===== src/rtl/fcd_pkg.sv =====
package fcd_pkg;

    typedef enum logic [1:0] {
        ACC_FETCH = 2'd0,
        ACC_PCREL = 2'd1,
        ACC_DATA  = 2'd2,
        ACC_IACK  = 2'd3
    } acc_kind_e;

    localparam logic [1:0] SPACE_DATA = 2'b01;
    localparam logic [1:0] SPACE_PROG = 2'b10;
    localparam logic [2:0] FC_CPU     = 3'b111;
    localparam logic [2:0] FC_RESET   = 3'b110;

    typedef struct packed {
        logic [2:0] fc;
        logic       rom_cs;
        logic       ram_cs;
        logic       io_cs;
        logic       fault;
        logic       overlay;
        logic       as_prev;
    } fcd_state_t;

endpackage


===== src/rtl/fcd_fc_encode.sv =====
module fcd_fc_encode
    import fcd_pkg::*;
(
    input  logic       sup_i,
    input  logic [1:0] kind_i,
    output logic [2:0] fc_o
);
    always_comb begin
        unique case (acc_kind_e'(kind_i))
            ACC_FETCH: fc_o = {sup_i, SPACE_PROG};
            ACC_PCREL: fc_o = {sup_i, SPACE_PROG};
            ACC_DATA:  fc_o = {sup_i, SPACE_DATA};
            default:   fc_o = FC_CPU;
        endcase
    end
endmodule


===== src/rtl/fcd_region_match.sv =====
module fcd_region_match #(
    parameter int              ADDR_W  = 24,
    parameter int              SPAN_AW = 16,
    parameter logic [ADDR_W-1:0] BASE  = '0
) (
    input  logic [ADDR_W-1:0] addr_i,
    output logic              hit_o
);
    localparam logic [ADDR_W-1:0] BASE_TOP = BASE >> SPAN_AW;

    always_comb hit_o = ((addr_i >> SPAN_AW) == BASE_TOP);
endmodule


===== src/rtl/fcd_region_decode.sv =====
module fcd_region_decode #(
    parameter int                ADDR_W   = 24,
    parameter int                ROM_AW   = 16,
    parameter int                RAM_AW   = 20,
    parameter int                IO_AW    = 16,
    parameter logic [ADDR_W-1:0] ROM_BASE = 24'hF00000,
    parameter logic [ADDR_W-1:0] RAM_BASE = 24'h000000,
    parameter logic [ADDR_W-1:0] IO_BASE  = 24'hE00000
) (
    input  logic [ADDR_W-1:0] addr_i,
    input  logic [2:0]        fc_i,
    input  logic              overlay_i,
    output logic              sel_rom_o,
    output logic              sel_ram_o,
    output logic              sel_io_o
);
    localparam int NREG = 4;   // rom, ram, io, boot window

    logic [NREG-1:0] hit;

    for (genvar g = 0; g < NREG; g++) begin : g_match
        localparam int                SPAN = (g == 0) ? ROM_AW :
                                             (g == 1) ? RAM_AW :
                                             (g == 2) ? IO_AW  : ROM_AW;
        localparam logic [ADDR_W-1:0] BASE = (g == 0) ? ROM_BASE :
                                             (g == 1) ? RAM_BASE :
                                             (g == 2) ? IO_BASE  : '0;
        fcd_region_match #(
            .ADDR_W (ADDR_W),
            .SPAN_AW(SPAN),
            .BASE   (BASE)
        ) u_match (
            .addr_i(addr_i),
            .hit_o (hit[g])
        );
    end

    logic cpu_space;
    logic boot_map;

    always_comb begin
        cpu_space = (fc_i == fcd_pkg::FC_CPU);
        boot_map  = overlay_i && hit[3];
        sel_rom_o = !cpu_space && (hit[0] || boot_map);
        sel_ram_o = !cpu_space && hit[1] && !boot_map;
        sel_io_o  = !cpu_space && hit[2];
    end
endmodule


===== src/rtl/fc_space_decoder.sv =====
module fc_space_decoder
    import fcd_pkg::*;
#(
    parameter int                ADDR_W    = 24,
    parameter int                ROM_AW    = 16,
    parameter int                RAM_AW    = 20,
    parameter int                IO_AW     = 16,
    parameter logic [ADDR_W-1:0] ROM_BASE  = 24'hF00000,
    parameter logic [ADDR_W-1:0] RAM_BASE  = 24'h000000,
    parameter logic [ADDR_W-1:0] IO_BASE   = 24'hE00000,
    parameter logic [ADDR_W-1:0] CTRL_ADDR = 24'hE0FFFE
) (
    input  logic              clk,
    input  logic              rst_n,
    input  logic              sup_i,
    input  logic [1:0]        kind_i,
    input  logic              wr_i,
    input  logic              as_i,
    input  logic [ADDR_W-1:0] addr_i,
    output logic [2:0]        fc_o,
    output logic              rom_cs_o,
    output logic              ram_cs_o,
    output logic              io_cs_o,
    output logic              prot_fault_o
);
    fcd_state_t st_q, st_d;

    logic [2:0] fc_new;
    logic       sel_rom, sel_ram, sel_io;
    logic       start;
    logic       ctrl_wr;

    fcd_fc_encode u_enc (
        .sup_i (sup_i),
        .kind_i(kind_i),
        .fc_o  (fc_new)
    );

    fcd_region_decode #(
        .ADDR_W  (ADDR_W),
        .ROM_AW  (ROM_AW),
        .RAM_AW  (RAM_AW),
        .IO_AW   (IO_AW),
        .ROM_BASE(ROM_BASE),
        .RAM_BASE(RAM_BASE),
        .IO_BASE (IO_BASE)
    ) u_dec (
        .addr_i   (addr_i),
        .fc_i     (fc_new),
        .overlay_i(st_q.overlay),
        .sel_rom_o(sel_rom),
        .sel_ram_o(sel_ram),
        .sel_io_o (sel_io)
    );

    always_comb begin
        st_d       = st_q;
        start      = as_i && !st_q.as_prev;
        ctrl_wr    = sup_i && wr_i && (acc_kind_e'(kind_i) == ACC_DATA)
                     && (addr_i == CTRL_ADDR);
        st_d.as_prev = as_i;
        st_d.fault   = 1'b0;
        if (!as_i) begin
            st_d.rom_cs = 1'b0;
            st_d.ram_cs = 1'b0;
            st_d.io_cs  = 1'b0;
        end
        if (start) begin
            st_d.fc     = fc_new;
            st_d.rom_cs = sel_rom;
            st_d.ram_cs = sel_ram;
            st_d.io_cs  = sel_io && fc_new[2];
            st_d.fault  = sel_io && !fc_new[2];
            if (ctrl_wr) begin
                st_d.overlay = 1'b0;
            end
        end
    end

    always_ff @(posedge clk or negedge rst_n) begin
        if (!rst_n) begin
            st_q <= '{fc: FC_RESET, rom_cs: 1'b0, ram_cs: 1'b0, io_cs: 1'b0,
                      fault: 1'b0, overlay: 1'b1, as_prev: 1'b0};
        end else begin
            st_q <= st_d;
        end
    end

    assign fc_o         = st_q.fc;
    assign rom_cs_o     = st_q.rom_cs;
    assign ram_cs_o     = st_q.ram_cs;
    assign io_cs_o      = st_q.io_cs;
    assign prot_fault_o = st_q.fault;
endmodule


===== config.mk =====
export PLATFORM = sky130hd
export DESIGN_NAME = fc_space_decoder
export DESIGN_NICKNAME = d
export VERILOG_FILES = /design/src/rtl/fcd_pkg.sv /design/src/rtl/fcd_fc_encode.sv /design/src/rtl/fcd_region_match.sv /design/src/rtl/fcd_region_decode.sv /design/src/rtl/fc_space_decoder.sv
export SDC_FILE = /design/constraint.sdc
export NUM_CORES = 1
export LEC_CHECK = 0
export CORE_AREA = 2 2 41 43
export CTS_BUF_LIST = sky130_fd_sc_hd__clkbuf_4 sky130_fd_sc_hd__clkbuf_8
export DETAILED_ROUTE_END_ITERATION = 10
export DIE_AREA = 0 0 43 45
export GPL_ROUTABILITY_DRIVEN = 0
export PLACE_DENSITY_LB_ADDON = 0.12
export SYNTH_ARGS = -nofsm -noshare
export SYNTH_HDL_FRONTEND = slang
export SYNTH_SLANG_ARGS = --single-unit

===== constraint.sdc =====
create_clock -name clk -period 1.7 [get_ports clk]
set_clock_uncertainty 0.05 [all_clocks]
set_input_delay 0.425 -clock clk [delete_from_list [all_inputs] [get_ports clk]]
set_output_delay 0.425 -clock clk [all_outputs]
set_load 0.05 [all_outputs]

==> impl.org <==
** Outcome
- Result of the run :: completed

** Setup path
- The worst register-to-register path has a setup slack of 0.46 ns.
- Data on the critical path arrives at its endpoint at 1.80 ns.
- The worst setup path is launched from an input pin.
- For the worst setup path, the data required time is 1.84 ns.
- Setup Crit Path Kind :: in -> reg
- R2R Path Start :: st_q[0]
- Crit path from :: addr_i[0]
- Peak fanout along the critical path :: 1
- Counting cells, the worst reg-to-reg path comes to 3.
- STA classifies the critical path endpoint as a register.
- The worst register-to-register path ends at st_q[1].

** Final layout
- Share of cells above drive strength 1 :: 0.259
- Leaving out fill and tap cells, the most frequent cell in the layout is clkdlybuf4s50_1.
- The library cells used most frequently in the layout, excluding fill and tap cells, are clkdlybuf4s50_1 (30), buf_4 (7), dfrtp_1 (6), buf_12 (6).
- Number of antenna cells inserted :: 0
- Number of nets at the end of the flow :: 117
- The count of cells in the finished layout, fillers not included, comes to 101.
- From synthesis to final layout, the design area changed by 114%.

** Synthesis
- Of the synthesized area, sequential elements account for 0.517.
- Counting distinct cell types in the post-synthesis netlist gives 21.
- Multiplexer area fraction after synthesis :: 0.0254
- Of the total synthesized cell area, the portion taken by XOR and XNOR cells is 0.
- Synthesized instance count :: 42
- For this run, the number of Yosys warnings is 0.
- Total standard cell area after synthesis :: 443 sq um
- Flip-flop and latch count after synthesis :: 9
- Arithmetic-cell share of the synthesized area counting full adders, half adders and majority gates :: 0
- Synth Net Count :: 73
- A synthesized cell averages 10.5 sq um.
- By area, the combinational part of the netlist is dominated by simple AND/OR/NAND/NOR gates.
- The synthesized-area fraction occupied by ao, oa, aoi and oai cells was 0.127.
- Post-synthesis simple-gate area fraction :: 0.263

** Routing
- Vias per std cell :: 4.89
- Total wire length :: 1.27 mm
- The first detailed-routing pass ran for 2 iterations.
- The detailed router finished its first iteration with 2 violations.
- Once detail routing completed, the nets flagged for antenna violations numbered 0.
- Routed length per placed instance :: 12.6 um
- Detailed-route via count :: 494
- Drt drc :: 0

** STA
- At the pin with the least slew margin, the transition time is 0.410 ns.
- Setup repair after global routing missed its margin :: false
- Total count of hold-check failures in the final report :: 0
- Final hold slack :: 0.398 ns
- The worst path in the final design needs a cycle of 1.65 ns, including I/O delays and setup.
- The final number of max-transition violations was 0.
- Of the available clock period, the critical path in the final layout requires 0.974.
- Timing would allow up to 604 MHz.
- Setup violations remaining at the end of the flow were counted as 0.
- Remaining max-slew budget at the tightest pin :: 0.726

** Global route
- Antenna violations before repair :: 0
- After global routing the overflow that remains totals 0.
- Total global routing track utilization :: 0.151
- Wire length of the first global-routing pass :: 2.07 mm
- The via count of the first global-routing pass is 505.
- Entering global routing, the biggest net connects 10 pins.

** Clock tree
- For the worst-skew pair, the clock arrives at the later sink with an insertion delay of 0.27 ns.
- The tree is rooted in a clkbuf_4.
- CTS saw 9 sinks.
- Maximum root-to-sink buffer count :: 2
- TritonCTS built the clock tree.
- Count of hold-fix buffers inserted at cts :: 0
- Clock-pin slew of the registers on the worst-case setup and hold paths :: 0.07 ns
- Clock tree synthesis inserted a total of 3 buffers.
- H-tree depth :: 1
- Post-CTS timing repair inserted 0 buffers for setup.

** Floorplanning
- The die is 43 um wide.
- The die covers 1940 sq um.
- Vert. Die Dim :: 45 um
- Count of boundary I/O pins :: 38
- Row count :: 14
- Effective utilization at floorplan :: 0.301
- The floorplan step defined a core boundary enclosing 1470 sq um.

** Pwr
- The share of total power dissipated in combinational logic is 0.298.
- Power per standard cell area :: 650 nW/um^2
- Leak Pwr :: 0.380 nW
- Worst ir drop on vdd :: 0.329 mV
- Proportion of total power due to net switching :: 0.263
- Of the total power, registers draw 0.392.
- Power share of the clock group :: 0.310
- Internal Dissipation :: 453 uW
- Net switching power :: 162 uW

** Place
- HPWL reported at the end of detailed placement :: 1.10 mm
- During placement, the flow inserted port buffers numbering 37.
- Number of placed instances with taps included :: 97

** Hold path
- The tightest min-delay check is of the in -> async type.

** Job
- Max-cap violations in this run came to 0.
[critical path, stage by stage]
cell,delay [ns]
clkdlybuf4s50_1,0.39
nand4b_1,0.16
or4_1,0.50
o41a_1,0.32
[stage by stage]
| stage | worst slack (ns) | power, mW | utilization | cell area (sq um) | setup TNS, ns |
|---|---|---|---|---|---|
| 6_report | 0.0450 | 0.615 | 0.643 | 946 | 0 |
| 5_1_grt | 0.00222 | 0.642 | 0.643 | 946 | 0 |
| 4_1_cts | 0.0469 | 0.626 | 0.639 | 940 | 0 |
| 3_5_place_dp | -0.342 | 0.429 | 0.618 | 910 | -0.934 |
| 3_3_place_gp | -0.319 | 0.426 | 0.618 | 910 | -0.808 |
| 2_1_floorplan | 0.117 | 0.307 | - | 443 | 0 |
[final cells by class]
type	count	area [sq um]
Clock buffer	4	30.0
Timing Repair Buffer	43	473
Tap cell	16	20.0
Multi-Input combinational cell	28	190
Fill cell	138	526
Sequential cell	9	229
Inverter	1	3.75
[state kept, by name (all words and copies together), names as in the netlist]
| register | cells |
|---|---|
| st_q | 2 |
| fc_o | 3 |
| ram_cs_o | 1 |
| io_cs_o | 1 |
| prot_fault_o | 1 |
| rom_cs_o | 1 |
[power groups by stage]
stage,Clock (mW),Combinational [mW],Sequential (mW)
floorplan,0,0.0683,0.239
global placement,0,0.181,0.245
detailed placement,0,0.184,0.246
CTS,0.200,0.184,0.242
global route,0.205,0.194,0.243
finish,0.191,0.183,0.241
[per-layer routing]
layer / vias to the layer above / global-route usage / wire (um)
met5: - / 0 / 0
met3: 3 / 0.0360 / 97
met2: 25 / 0.270 / 650
met4: 0 / 0.0909 / 31
met1: 221 / 0.163 / 494
li1: 245 / - / -
[what timing repair did]
action	CTS	global route
pin swaps	1	0
endpoints found under the setup margin	1	2
resized for setup	0	1
[cell usage after synthesis]
cell | count | area share
nor2b_1 | 1 | 0.014
mux2_2 | 1 | 0.025
and3_1 | 1 | 0.014
o21a_1 | 1 | 0.017
clkbuf_1 | 1 | 0.0085
nor4_1 | 3 | 0.042
nand2_1 | 4 | 0.034
nand4_1 | 3 | 0.042
nand4b_1 | 1 | 0.020
o22a_1 | 1 | 0.020
nand3b_1 | 2 | 0.034
o41a_1 | 1 | 0.025
nand3_1 | 4 | 0.045
a2bb2oi_1 | 1 | 0.020
dfrtp_1 | 6 | 0.34
inv_1 | 1 | 0.0085
or4_1 | 1 | 0.017
dfstp_2 | 3 | 0.18
buf_4 | 3 | 0.051
o21ai_0 | 2 | 0.023
a32o_1 | 1 | 0.023
[cell families (layout without fill, tap and decap cells)]
logic type,after synthesis,in the layout
compound gates,7,7
simple gates,20,20
mux,1,1
flops,9,9
buf+inv,5,48
[worst max-delay path by stage]
stage / endpoint / slack (ns) / depth (start not counted)
after floorplan: st_q[1] / 0.12 / 3
after global placement: st_q[1] / -0.32 / 4
after detailed placement: st_q[1] / -0.34 / 4
after CTS: st_q[1] / 0.05 / 4
after global routing: st_q[1] / 0.002 / 4
final: st_q[1] / 0.05 / 4
(Power assumes the default switching activity.)
